File: config.mk
export PLATFORM = sky130hd
export DESIGN_NAME = irq_accept_ctrl
export DESIGN_NICKNAME = d
export VERILOG_FILES = /design/src/rtl/irq_acc_pkg.sv /design/src/rtl/irq_src_slot.sv /design/src/rtl/irq_winner_sel.sv /design/src/rtl/irq_accept_ctrl.sv
export SDC_FILE = /design/constraint.sdc
export NUM_CORES = 1
export LEC_CHECK = 0
export BUFFER_PORTS_ARGS = -buffer_cell sky130_fd_sc_hd__buf_2
export CORE_MARGIN = 5
export CORE_UTILIZATION = 50
export CTS_BUF_LIST = sky130_fd_sc_hd__clkbuf_4 sky130_fd_sc_hd__clkbuf_8
export CTS_CLUSTER_SIZE = 40
export DETAILED_ROUTE_END_ITERATION = 6
export GPL_TIMING_DRIVEN = 0
export MAX_ROUTING_LAYER = met4
export PLACE_DENSITY = 0.81
export SYNTH_ARGS = -nofsm -noshare
export SYNTH_HDL_FRONTEND = slang
export SYNTH_SLANG_ARGS = --single-unit
File: constraint.sdc
create_clock -name clk -period 20.6 [get_ports clk]
set_input_delay 1.03 -clock clk [delete_from_list [all_inputs] [get_ports clk]]
set_output_delay 1.03 -clock clk [all_outputs]
set_load 0.1 [all_outputs]
File: src/rtl/irq_acc_pkg.sv
// Package irq_acc_pkg
// Shared level width and type for the interrupt acceptance controller.
// Assumes levels are small unsigned integers where 0 means "off".
package irq_acc_pkg;
    localparam int LVL_W = 3;
    typedef logic [LVL_W-1:0] lvl_t;
endpackage

File: src/rtl/irq_src_slot.sv
// Module irq_src_slot
// One interrupt source: a request latch, its priority level register, and
// the pending/eligible decision against the processor level.
// Assumes: evt_i is a one-cycle pulse. clr_i is asserted only at the edge
// where this source is accepted. If HAS_LSENSE is 0, lsense_i and live_i
// are ignored.
module irq_src_slot
    import irq_acc_pkg::*;
#(
    parameter bit HAS_LSENSE = 1'b0
) (
    input  logic clk,
    input  logic rst_n,
    input  logic evt_i,
    input  logic lvl_wr_i,
    input  logic req_wr_i,
    input  lvl_t wr_data_i,
    input  logic clr_i,
    input  logic lsense_i,
    input  logic live_i,
    input  lvl_t cpu_ipl_i,
    output logic req_o,
    output lvl_t lvl_o,
    output logic qual_o
);
    logic req_q;
    lvl_t lvl_q;
    logic pend;

    // Request latch: the accept clear yields to a software write, and both yield to a new event.
    always_ff @(posedge clk) begin
        if (!rst_n) begin
            req_q <= 1'b0;
        end else if (evt_i) begin
            req_q <= 1'b1;
        end else if (req_wr_i) begin
            req_q <= wr_data_i[0];
        end else if (clr_i) begin
            req_q <= 1'b0;
        end
    end

    // Priority level register, written only by software.
    always_ff @(posedge clk) begin
        if (!rst_n) begin
            lvl_q <= '0;
        end else if (lvl_wr_i) begin
            lvl_q <= wr_data_i;
        end
    end

    // Pending condition: the live input in level-sense mode, otherwise the latch.
    generate
        if (HAS_LSENSE) begin : g_ls
            assign pend = lsense_i ? live_i : req_q;
        end else begin : g_edge
            assign pend = req_q;
        end
    endgenerate

    // Eligibility: pending, and the level strictly above the processor level.
    assign qual_o = pend && (lvl_q > cpu_ipl_i);
    assign req_o  = req_q;
    assign lvl_o  = lvl_q;

    // an event always leaves the latch set.
    a_r11_event_sets: assert property (@(posedge clk) disable iff (!rst_n)
        evt_i |=> req_o);
    // an accept with no competing write or event clears the latch.
    a_r2_accept_clears: assert property (@(posedge clk) disable iff (!rst_n)
        (clr_i && !evt_i && !req_wr_i) |=> !req_o);
    // the level changes only through its own write.
    a_r8_lvl_only_by_write: assert property (@(posedge clk) disable iff (!rst_n)
        !lvl_wr_i |=> $stable(lvl_o));
endmodule

File: src/rtl/irq_winner_sel.sv
// Module irq_winner_sel
// Combinational choice among eligible sources: the highest level wins, and
// equal levels go to the lowest index.
// Assumes an eligible source always has a level of at least 1, because it
// must exceed a processor level of 0 or more.
module irq_winner_sel
    import irq_acc_pkg::*;
#(
    parameter int N_SRC = 8,
    localparam int IDX_W = (N_SRC > 1) ? $clog2(N_SRC) : 1
) (
    input  logic [N_SRC-1:0]       qual_i,
    input  lvl_t [N_SRC-1:0]       lvl_i,
    output logic                   any_o,
    output logic [IDX_W-1:0]       idx_o,
    output lvl_t                   lvl_o
);
    // Linear scan: a strict compare keeps the earliest index on a tie.
    always_comb begin
        any_o = 1'b0;
        idx_o = '0;
        lvl_o = '0;
        for (int i = 0; i < N_SRC; i++) begin
            if (qual_i[i] && (!any_o || lvl_i[i] > lvl_o)) begin
                any_o = 1'b1;
                idx_o = IDX_W'(i);
                lvl_o = lvl_i[i];
            end
        end
    end
endmodule

File: src/rtl/irq_accept_ctrl.sv
// Module irq_accept_ctrl
// Top of the maskable interrupt acceptance controller. It holds the global
// disable flag and the register window, and builds one slot per source.
// When the core is ready it issues a registered one-cycle accept and clears
// the winner's latch.
// Register map: addresses 0..N_SRC-1 hold the levels, N_SRC..2*N_SRC-1 hold
// the request bits (bit 0), and 2*N_SRC holds the disable flag (bit 0).
// Assumes the processor level is updated outside this block after an accept.
module irq_accept_ctrl
    import irq_acc_pkg::*;
#(
    parameter int N_SRC  = 8,
    parameter int EXT_LO = 3,
    parameter int N_EXT  = 5,
    parameter int ADDR_W = 5,
    localparam int IDX_W = (N_SRC > 1) ? $clog2(N_SRC) : 1
) (
    input  logic              clk,
    input  logic              rst_n,
    input  logic [N_SRC-1:0]  src_evt_i,
    input  logic [N_EXT-1:0]  ext_live_i,
    input  logic [N_EXT-1:0]  ext_lsense_i,
    input  logic [LVL_W-1:0]  cpu_ipl_i,
    input  logic              core_rdy_i,
    input  logic              wr_en_i,
    input  logic [ADDR_W-1:0] wr_addr_i,
    input  logic [LVL_W-1:0]  wr_data_i,
    input  logic [ADDR_W-1:0] rd_addr_i,
    output logic [LVL_W-1:0]  rd_data_o,
    output logic              acc_o,
    output logic [IDX_W-1:0]  acc_idx_o,
    output logic [LVL_W-1:0]  acc_lvl_o
);
    localparam int REQ_BASE = N_SRC;
    localparam int DIS_ADDR = 2 * N_SRC;

    logic                dis_q;
    logic [N_SRC-1:0]    req;
    lvl_t [N_SRC-1:0]    lvl;
    logic [N_SRC-1:0]    qual;
    logic                win_any;
    logic [IDX_W-1:0]    win_idx;
    lvl_t                win_lvl;
    logic                go;
    logic                acc_q;
    logic [IDX_W-1:0]    idx_q;
    lvl_t                lvl_acc_q;

    // Accept decision: the flag is clear, the core is ready, the previous cycle was no accept, and some source is eligible.
    assign go = !dis_q && core_rdy_i && !acc_q && win_any;

    // Per-source slots; only the external range gets the level-sense variant.
    generate
        for (genvar i = 0; i < N_SRC; i++) begin : g_src
            localparam bit IS_EXT = (i >= EXT_LO) && (i < EXT_LO + N_EXT);
            logic ls, live;
            if (IS_EXT) begin : g_ext
                assign ls   = ext_lsense_i[i - EXT_LO];
                assign live = ext_live_i[i - EXT_LO];
            end else begin : g_int
                assign ls   = 1'b0;
                assign live = 1'b0;
            end
            irq_src_slot #(.HAS_LSENSE(IS_EXT)) u_slot (
                .clk       (clk),
                .rst_n     (rst_n),
                .evt_i     (src_evt_i[i]),
                .lvl_wr_i  (wr_en_i && wr_addr_i == ADDR_W'(i)),
                .req_wr_i  (wr_en_i && wr_addr_i == ADDR_W'(REQ_BASE + i)),
                .wr_data_i (wr_data_i),
                .clr_i     (go && win_idx == IDX_W'(i)),
                .lsense_i  (ls),
                .live_i    (live),
                .cpu_ipl_i (cpu_ipl_i),
                .req_o     (req[i]),
                .lvl_o     (lvl[i]),
                .qual_o    (qual[i])
            );
        end
    endgenerate

    irq_winner_sel #(.N_SRC(N_SRC)) u_sel (
        .qual_i (qual),
        .lvl_i  (lvl),
        .any_o  (win_any),
        .idx_o  (win_idx),
        .lvl_o  (win_lvl)
    );

    // Global disable flag: comes up set, and only its own address changes it.
    always_ff @(posedge clk) begin
        if (!rst_n) begin
            dis_q <= 1'b1;
        end else if (wr_en_i && wr_addr_i == ADDR_W'(DIS_ADDR)) begin
            dis_q <= wr_data_i[0];
        end
    end

    // Output registers: the strobe, index and level are captured together.
    always_ff @(posedge clk) begin
        if (!rst_n) begin
            acc_q     <= 1'b0;
            idx_q     <= '0;
            lvl_acc_q <= '0;
        end else begin
            acc_q <= go;
            if (go) begin
                idx_q     <= win_idx;
                lvl_acc_q <= win_lvl;
            end
        end
    end

    // Read mux over the register window.
    always_comb begin
        rd_data_o = '0;
        for (int i = 0; i < N_SRC; i++) begin
            if (rd_addr_i == ADDR_W'(i))            rd_data_o = lvl[i];
            if (rd_addr_i == ADDR_W'(REQ_BASE + i)) rd_data_o = LVL_W'(req[i]);
        end
        if (rd_addr_i == ADDR_W'(DIS_ADDR)) rd_data_o = LVL_W'(dis_q);
    end

    assign acc_o     = acc_q;
    assign acc_idx_o = idx_q;
    assign acc_lvl_o = lvl_acc_q;

    // the strobe never lasts two cycles.
    a_r10_one_cycle: assert property (@(posedge clk) disable iff (!rst_n)
        acc_o |=> !acc_o);
    // an accept follows an edge where the core was ready.
    a_r6_core_ready: assert property (@(posedge clk) disable iff (!rst_n)
        $rose(acc_o) |-> $past(core_rdy_i));
    // an accept follows an edge where the disable flag was clear.
    a_r4_not_disabled: assert property (@(posedge clk) disable iff (!rst_n)
        $rose(acc_o) |-> $past(!dis_q));
    // the accepted level is strictly above the processor level of the deciding edge.
    a_r5_level_above: assert property (@(posedge clk) disable iff (!rst_n)
        $rose(acc_o) |-> (acc_lvl_o > $past(cpu_ipl_i)));
endmodule

==> impl_metrics.csv, run 1 <==
group,metric,value,unit
status,outcome,"finished, final reports clean",
final_layout,diodes,0,
power,leakagePower,1.78,nW
route,routedWlPerCell,18.2,um
sta,fmax,79.4,MHz
floorplan,die_w,96.8,um
sta,tns,0,ns
clock_network,path_clk_slew,0.07,ns
grt,met3_usage,3.96,%
critical_path,r2r_slack,8.72,ns
clock_network,cts.sink_count,40,
worst_hold_path,hold_class,"flop to flop",
yosys,yosys_warnings,0,
place,dpl.hpwl,9180,um
route,via_per_inst,6.35,
grt,grt_util_met2,40.8,%
yosys,syn_inst,472,
final_layout,design_area,0.00417,sq mm
sta,fin_crit_sh,61.2,%
floorplan,core_region_area,0.00729,sq mm
floorplan,pin_count,48,
floorplan,initial_utilization,51.6,%
clock_network,cts_tree,"built",
sta,timing.final.crit_period,12.60,ns
critical_path,worstRegToRegCells,58,
place,gp_congestion,0.933,
grt,grt_busiest_layer,"met2",
yosys,synth_top_area_share,21.3,%
worst_hold_path,hold_path_end,"g_src[6].u_slot.lvl_o[0]",
route,detail-route-antenna-nets,0,
critical_path,slowest_delay,0.49,ns
grt,grt_pass1_wl,18600,um
grt,grt_pass1_vias,3850,
clock_network,postCtsSetupBuffers,0,
yosys,synth.distinct_cells,69,
yosys,synth-seq-cells,40,
sta,slew_headroom,52.8,%
route,drtPass1Iterations,7,
sta,slew_viol_final,0,
worst_hold_path,hp-start,"g_src[6].u_slot.lvl_o[0]",
critical_path,criticalPathCategory,"input pin to flop",
sta,rsz0062_at_grt,"false",
grt,track_usage,24.5,%
sta,worst_clock_skew,0.00426,ns
run,cap_violations,0,
grt,grt_max_degree,12,
route,dr_total_vias,3923,
route,drtIter0Drc,332,
power,powerDensity,42.3,mW/mm^2
sta,setup_viol,0,
yosys,synth_top_cell_by_area,"dfxtp_1",
yosys,synth_ff_type,"dfxtp_1",
yosys,synthTopCellsByArea,"dfxtp_1, ha_1, mux2i_1, nand2_1, nor2_1",
yosys,synth_edf_count,0,
critical_path,crit_path_start,"cpu_ipl_i[2]",
route,drt_wl_total,11300,um
critical_path,rr_endpoint,"g_src[3].u_slot.req_o",
critical_path,r2r-start,"g_src[0].u_slot.lvl_o[2]",
final_layout,nets,602,
route,drc,0,
yosys,syn_nets,555,
final_layout,final_util,57.2,%
grt,antenna_found_initial,0,
clock_network,clockBufferDepth,2,
grt,grt_util_met1,30.8,%
place,place_area,0.00409,sq mm
clock_network,clock_latency,0.28,ns
floorplan,die-height,96.8,um
critical_path,critPathArrivalTime,12.76,ns
critical_path,critPathMaxFanout,10,
clock_network,root_buffer,"clkbuf_8",
floorplan,die_area,0.00936,sq mm
critical_path,cp_data_required_time,20.76,ns
worst_hold_path,hold_depth,2,
critical_path,critPathLaunchType,"input pin",
floorplan,rows,31,
clock_network,cts_resized,0,
place,port_buffers,40,
power,peakVddDrop,0.0478,mV
final_layout,area_growth,10.8,%
power,power,0.176,mW
critical_path,endpoint_kind,"flop",
clock_network,htree_levels,2,
sta,worst_pin_slew,0.704,ns
yosys,ys_async_sr_fraction,0,%
clock_network,cts_hold_buf,0,
yosys,syn_area_per_cell,7.97,sq um
critical_path,cp_slowest_cell,"a221oi_1",
yosys,synth_common_cells,"ha_1, nand2_1, dfxtp_1",
yosys,synth_area,0.00376,sq mm
final_layout,final_layout_size_suffix_gt1_share,15.8,%
grt,grt-ovfl-total,0,
sta,hold_violations,0,
yosys,ys_seq_area_share,21.3,%
clock_network,cts_buffers,5,
worst max-delay path, delay by kind of cell:
| family | cells | cell delay [ns] |
|---|---|---|
| adder cells (fa/ha/maj) | 8 | 2.25 |
| AO/OA/AOI/OAI | 35 | 7.05 |
| AND/OR/NAND/NOR | 11 | 1.65 |
| buffers and inverters | 6 | 0.80 |
registers in the layout, summed over array words and instances, names as in the netlist:
name                flops
g_src.u_slot.req_o      8
acc_lvl_o               3
acc_idx_o               3
acc_o                   1
g_src.u_slot.lvl_o     24
dis_q                   1
layer usage:
layer  vias up  wire, um
li1       1856         -
met1      1868      4820
met2       174      5290
met3        25       909
met4         0       254
met5         -         0
report_power, final:
group	switching (mW)	leakage, nW	total (mW)	internal [mW]
clock	0.0252	0.0445	0.0495	0.0243
sequential	0.00223	0.325	0.0811	0.0788
combinational	0.0281	1.41	0.0459	0.0178
final cells by class:
| class | instances | area [sq um] |
|---|---|---|
| flip-flops and latches | 40 | 801 |
| multi-input cells | 383 | 2750 |
| clock buffers | 6 | 76.3 |
| clock inverters | 1 | 5.00 |
| well taps | 99 | 124 |
| plain buffers | 22 | 111 |
| inverters | 27 | 101 |
| repair buffers | 40 | 200 |
| fillers | 730 | 3120 |
per-stage QoR:
step / std cells / hold slack, ns / setup slack (ns)
2_1_floorplan: 472 / 0.436 / 9.75
3_3_place_gp: 611 / 0.443 / 8.12
3_5_place_dp: 611 / 0.449 / 7.87
4_1_cts: 618 / 0.459 / 8.12
5_1_grt: 618 / 0.490 / 7.03
6_report: 618 / 0.462 / 8.00
worst max path at each step:
stage | endpoint | slack (ns) | depth (start not counted)
final | g_src[3].u_slot.req_o | 8.00 | 60
after global routing | g_src[3].u_slot.req_o | 7.03 | 60
after CTS | g_src[3].u_slot.req_o | 8.12 | 60
after detailed placement | g_src[3].u_slot.req_o | 7.87 | 60
after global placement | g_src[3].u_slot.req_o | 8.12 | 60
after floorplan | g_src[3].u_slot.req_o | 9.75 | 58
kinds of logic after synthesis:
logic type / share of synthesized area [%]
AND/OR/NAND/NOR: 20.7
AO/OA/AOI/OAI: 28.8
buffers and inverters: 5.65
adder cells (fa/ha/maj): 15.0
flip-flops: 21.3
multiplexers: 8.58
cell usage in the layout, fill, tap and decap left out, types with 4 or more instances in the layout:
master | synthesis | final
clkbuf_8 | 1 | 6
dfxtp_1 | 40 | 40
mux2_2 | 4 | 4
a21oi_2 | 4 | 4
or2_2 | 4 | 4
nor3_1 | 12 | 12
buf_2 | 0 | 40
a31oi_1 | 9 | 9
inv_1 | 27 | 27
o22ai_1 | 4 | 4
clkbuf_1 | 17 | 17
nor2b_1 | 17 | 17
o211a_1 | 5 | 5
nor2_1 | 36 | 36
o21a_1 | 9 | 9
a21oi_1 | 26 | 26
ha_1 | 45 | 45
a21o_1 | 6 | 6
mux2i_1 | 21 | 21
o31ai_1 | 6 | 6
nand3_1 | 24 | 24
nand2_1 | 45 | 45
o21ai_0 | 25 | 25
a32oi_1 | 5 | 5
and2_1 | 5 | 5
a41oi_1 | 4 | 4
(Power assumes the default switching activity.)
==> inputs of run 2 (changes only) <==
==> constraint.sdc (replaced) <==
create_clock -name clk -period 12.2 [get_ports clk]
set_input_delay 0.61 -clock clk [delete_from_list [all_inputs] [get_ports clk]]
set_output_delay 0.61 -clock clk [all_outputs]
set_load 0.1 [all_outputs]
==> impl_metrics.csv, run 2 (same netlist as run 1, synthesis figures left out) <==
group,metric,value,unit
critical_path,critPathMaxFanout,10,
status,outcome,"finished, final reports clean",
clock_network,clockBufferDepth,2,
final_layout,area_growth,14.1,%
grt,antenna_found_initial,0,
grt,grt-ovfl-total,0,
grt,grt_max_degree,12,
final_layout,final_layout_size_suffix_gt1_share,19.1,%
floorplan,die_w,96.8,um
run,cap_violations,0,
grt,grt_pass1_wl,18600,um
critical_path,slowest_delay,0.41,ns
final_layout,mostFrequentLayoutCell,"ha_1",
final_layout,largest_reg_flops,24,
critical_path,criticalPathCategory,"input pin to flop",
critical_path,cp_data_required_time,12.36,ns
clock_network,path_clk_slew,0.07,ns
sta,worst_clock_skew,0.00563,ns
clock_network,clock_latency,0.29,ns
sta,whs,0.462,ns
grt,track_usage,24.5,%
final_layout,fill_cells,713,
clock_network,htree_levels,2,
route,drc,0,
floorplan,initial_utilization,51.6,%
place,dpl.hpwl,9180,um
sta,slew_viol_final,0,
sta,fmax,86.8,MHz
clock_network,cts_hold_buf,0,
critical_path,cp_slowest_cell,"a311oi_1",
place,port_buffers,40,
clock_network,cts.sink_count,40,
final_layout,layout_common_cells,"ha_1, nand2_1, dfxtp_1, buf_2, nor2_1",
route,drt_wl_total,11600,um
route,drtPass1Iterations,5,
sta,setup_viol,0,
clock_network,cts_tree,"built",
sta,fin_crit_sh,94.4,%
critical_path,critPathArrivalTime,11.68,ns
critical_path,endpoint_kind,"flop",
critical_path,critPathLaunchType,"input pin",
sta,tns,0,ns
power,peakVddDrop,0.0810,mV
final_layout,diodes,0,
power,power,0.302,mW
floorplan,die-height,96.8,um
route,via_per_inst,6.40,
route,dr_total_vias,4013,
sta,hold_violations,0,
route,drtIter0Drc,306,
sta,worst_pin_slew,0.665,ns
power,leakagePower,1.82,nW
worst_hold_path,hold_class,"flop to flop",
final_layout,nets,611,
route,detail-route-antenna-nets,0,
floorplan,die_area,0.00936,sq mm
grt,grt_pass1_vias,3850,
sta,timing.final.crit_period,11.52,ns
floorplan,rows,31,
critical_path,cp_common_cell,"ha_1",
clock_network,root_buffer,"clkbuf_8",
power,powerDensity,70.3,mW/mm^2
place,gp_congestion,0.933,
clock_network,cts_buffers,5,
floorplan,pin_count,48,
floorplan,core_region_area,0.00729,sq mm
sta,slew_headroom,55.2,%
route,routedWlPerCell,18.5,um
## run 2: changes by cell type in the layout (fill, tap and decap cells not counted), moves of 2 or more
cell        before  now
buf_4            3   12
a32oi_1          5    3
a32oi_2          0    2
clkinvlp_4       0    2
inv_1           27   25
## run 2: routing by layer
layer	GRT usage [%]	up-vias	part of all wire (%)
met3	3.96	31	8.4
li1	-	1885	-
met2	40.8	195	46
met1	30.8	1902	43
met4	6.80	0	2.4
met5	-	-	0
## run 2: worst paths after layout
path | from | endpoint | slack, ns | cells past startpoint
worst max-delay path | cpu_ipl_i[1] | g_src[3].u_slot.req_o | 0.68 | 59
worst min-delay path | g_src[6].u_slot.lvl_o[0] | g_src[6].u_slot.lvl_o[0] | 0.46 | 2
worst max register to register | g_src[0].u_slot.lvl_o[2] | g_src[3].u_slot.req_o | 0.79 | 57
worst min register to register | g_src[6].u_slot.lvl_o[0] | g_src[6].u_slot.lvl_o[0] | 0.46 | 2
## run 2: layout make-up
class	count	area [sq um]	share of cell area [%]
tap	99	124	2.88
sequential	40	801	18.6
inverter	27	109	2.53
timing repair buffer	49	268	6.24
multi-input combinational	383	2800	65.2
clock inverter	1	5.00	0.117
buffer	22	111	2.59
clock buffer	6	76.3	1.78
## run 2: power by group
part           internal [mW]  leakage, nW  total, mW  switching [mW]
logic                 0.0318         1.45     0.0807          0.0489
registers              0.133        0.325      0.137         0.00379
clock network         0.0411       0.0445     0.0843          0.0432
## run 2: timing repair
action                                  CTS  global route
setup buffers                             0             9
endpoints found under the setup margin    0            14
resized for setup                         0            12
## run 2: stage by stage
step | instances | setup WS, ns | util (%) | area [sq um]
2_1_floorplan | 472 | 1.77 | - | 3760
3_3_place_gp | 611 | 0.143 | 56.1 | 4090
3_5_place_dp | 611 | -0.112 | 56.1 | 4090
4_1_cts | 618 | 0.140 | 57.2 | 4170
5_1_grt | 627 | -0.0556 | 58.9 | 4290
6_report | 627 | 0.679 | 58.9 | 4290
## run 2: critical path, delay by kind of cell
family | cells | cell delay [ns]
AOI/OAI and AO/OA | 34 | 6.54
adders and majority gates | 8 | 2.20
buffers and inverters | 6 | 0.60
and+or+nand+nor | 11 | 1.69
==> inputs of run 3 (changes only) <==
--- a/config.mk
+++ b/config.mk
@@ -14,6 +14,7 @@
 export GPL_TIMING_DRIVEN = 0
 export MAX_ROUTING_LAYER = met4
 export PLACE_DENSITY = 0.81
+export RECOVER_POWER = 25
 export SYNTH_ARGS = -nofsm -noshare
 export SYNTH_HDL_FRONTEND = slang
 export SYNTH_SLANG_ARGS = --single-unit
==> impl_metrics.csv, run 3 (same netlist as run 1, synthesis figures left out) <==
group,metric,value,unit
route,drc,0,
clock_network,htree_levels,2,
grt,track_usage,24.5,%
place,gp_congestion,0.933,
final_layout,mostFrequentLayoutCell,"ha_1",
sta,setup_viol,0,
route,detail-route-antenna-nets,0,
critical_path,slowest_delay,0.40,ns
clock_network,clock_latency,0.29,ns
sta,timing.final.crit_period,11.50,ns
place,port_buffers,40,
place,dpl.hpwl,9180,um
worst_hold_path,hold_depth,2,
critical_path,cp_data_required_time,12.36,ns
sta,tns,0,ns
critical_path,cp.depth,59,
grt,grt-ovfl-total,0,
floorplan,core_region_area,0.00729,sq mm
route,dr_total_vias,4013,
sta,fmax,86.9,MHz
final_layout,diodes,0,
route,drtPass1Iterations,5,
power,powerDensity,70.5,mW/mm^2
critical_path,endpoint_kind,"flop",
final_layout,nets,611,
worst_hold_path,hp-start,"g_src[6].u_slot.lvl_o[0]",
clock_network,cts_tree,"built",
route,drt_wl_total,11600,um
critical_path,critPathLaunchType,"input pin",
grt,antenna_found_initial,0,
final_layout,final_layout_size_suffix_gt1_share,17.8,%
critical_path,crit_path_start,"cpu_ipl_i[1]",
route,routedWlPerCell,18.4,um
final_layout,layout_common_cells,"ha_1, nand2_1, dfxtp_1",
grt,grt_max_degree,12,
critical_path,critPathArrivalTime,11.67,ns
critical_path,worstRegToRegCells,57,
sta,worst_pin_slew,1.17,ns
grt,grt_pass1_wl,18600,um
critical_path,critPathMaxFanout,10,
critical_path,cp_slowest_cell,"a311oi_1",
sta,hold_violations,0,
critical_path,crit_buf_inv,6,
clock_network,cts.sink_count,40,
power,power,0.302,mW
critical_path,criticalPathCategory,"input pin to flop",
sta,worst_clock_skew,0.00397,ns
floorplan,die_w,96.8,um
final_layout,largest_reg_flops,24,
critical_path,cp_top_family,"compound AO/OA/AOI/OAI gates",
sta,fin_ws,0.695,ns
floorplan,rows,31,
run,cap_violations,0,
sta,slew_headroom,22.3,%
critical_path,cp_common_cell,"ha_1",
clock_network,root_buffer,"clkbuf_8",
sta,slew_viol_final,0,
floorplan,die_area,0.00936,sq mm
floorplan,initial_utilization,51.6,%
route,via_per_inst,6.40,
final_layout,final_util,58.8,%
place,post-place-ws,-0.112,ns
clock_network,clockBufferDepth,2,
sta,fin_crit_sh,94.3,%
power,leakagePower,1.79,nW
clock_network,cts_buffers,5,
route,drtIter0Drc,301,
final_layout,area_growth,13.9,%
power,peakVddDrop,0.0817,mV
status,outcome,"finished, final reports clean",
grt,grt_pass1_vias,3850,
floorplan,pin_count,48,
clock_network,cts_hold_buf,0,
floorplan,die-height,96.8,um
critical_path,r2r-start,"g_src[0].u_slot.lvl_o[2]",
worst_hold_path,hold_class,"flop to flop",
clock_network,path_clk_slew,0.07,ns
-- run 3: power breakdown --
part           internal, mW  switching (mW)
registers             0.133         0.00381
logic                0.0318          0.0489
clock network        0.0411          0.0433
total                 0.206          0.0960
-- run 3: what timing repair did --
action / in CTS / in global routing
setup buffers: 0 / 9
resized for setup: 0 / 12
endpoints found under the setup margin: 0 / 14
-- run 3: metrics by stage --
| stage | hold WS [ns] | area [sq um] | instances |
|---|---|---|---|
| floorplan | 0.436 | 3760 | 472 |
| global placement | 0.443 | 4090 | 611 |
| detailed placement | 0.449 | 4090 | 611 |
| CTS | 0.459 | 4170 | 618 |
| global route | 0.490 | 4290 | 627 |
| finish | 0.461 | 4290 | 627 |
-- run 3: area by class of cell --
| cell class | count | area (sq um) |
|---|---|---|
| Multi-Input combinational cell | 383 | 2800 |
| Fill cell | 715 | 3010 |
| Clock buffer | 6 | 76.3 |
| Buffer | 22 | 111 |
| Sequential cell | 40 | 801 |
| Timing Repair Buffer | 49 | 259 |
| Inverter | 27 | 109 |
| Clock inverter | 1 | 5.00 |
| Tap cell | 99 | 124 |
-- run 3: path summary, 6_finish.rpt --
check	end	slack [ns]
setup reg to reg	g_src[3].u_slot.req_o	0.80
setup / recovery	g_src[3].u_slot.req_o	0.70
hold / removal	g_src[6].u_slot.lvl_o[0]	0.46
hold reg to reg	g_src[6].u_slot.lvl_o[0]	0.46
-- run 3: per-layer routing --
metal  vias up  global-route usage, %  wire [um]
met5         -                      -          0
met4         0                   6.80        265
met3        27                   3.96        961
met2       195                   40.8       5380
met1      1912                   30.8       4950
li1       1879                      -          -
-- run 3: worst min-delay path, stage by stage (launching register included) --
cell and delay, ns:
dfxtp_1 0.32, nand2_1 0.05, a21oi_1 0.05
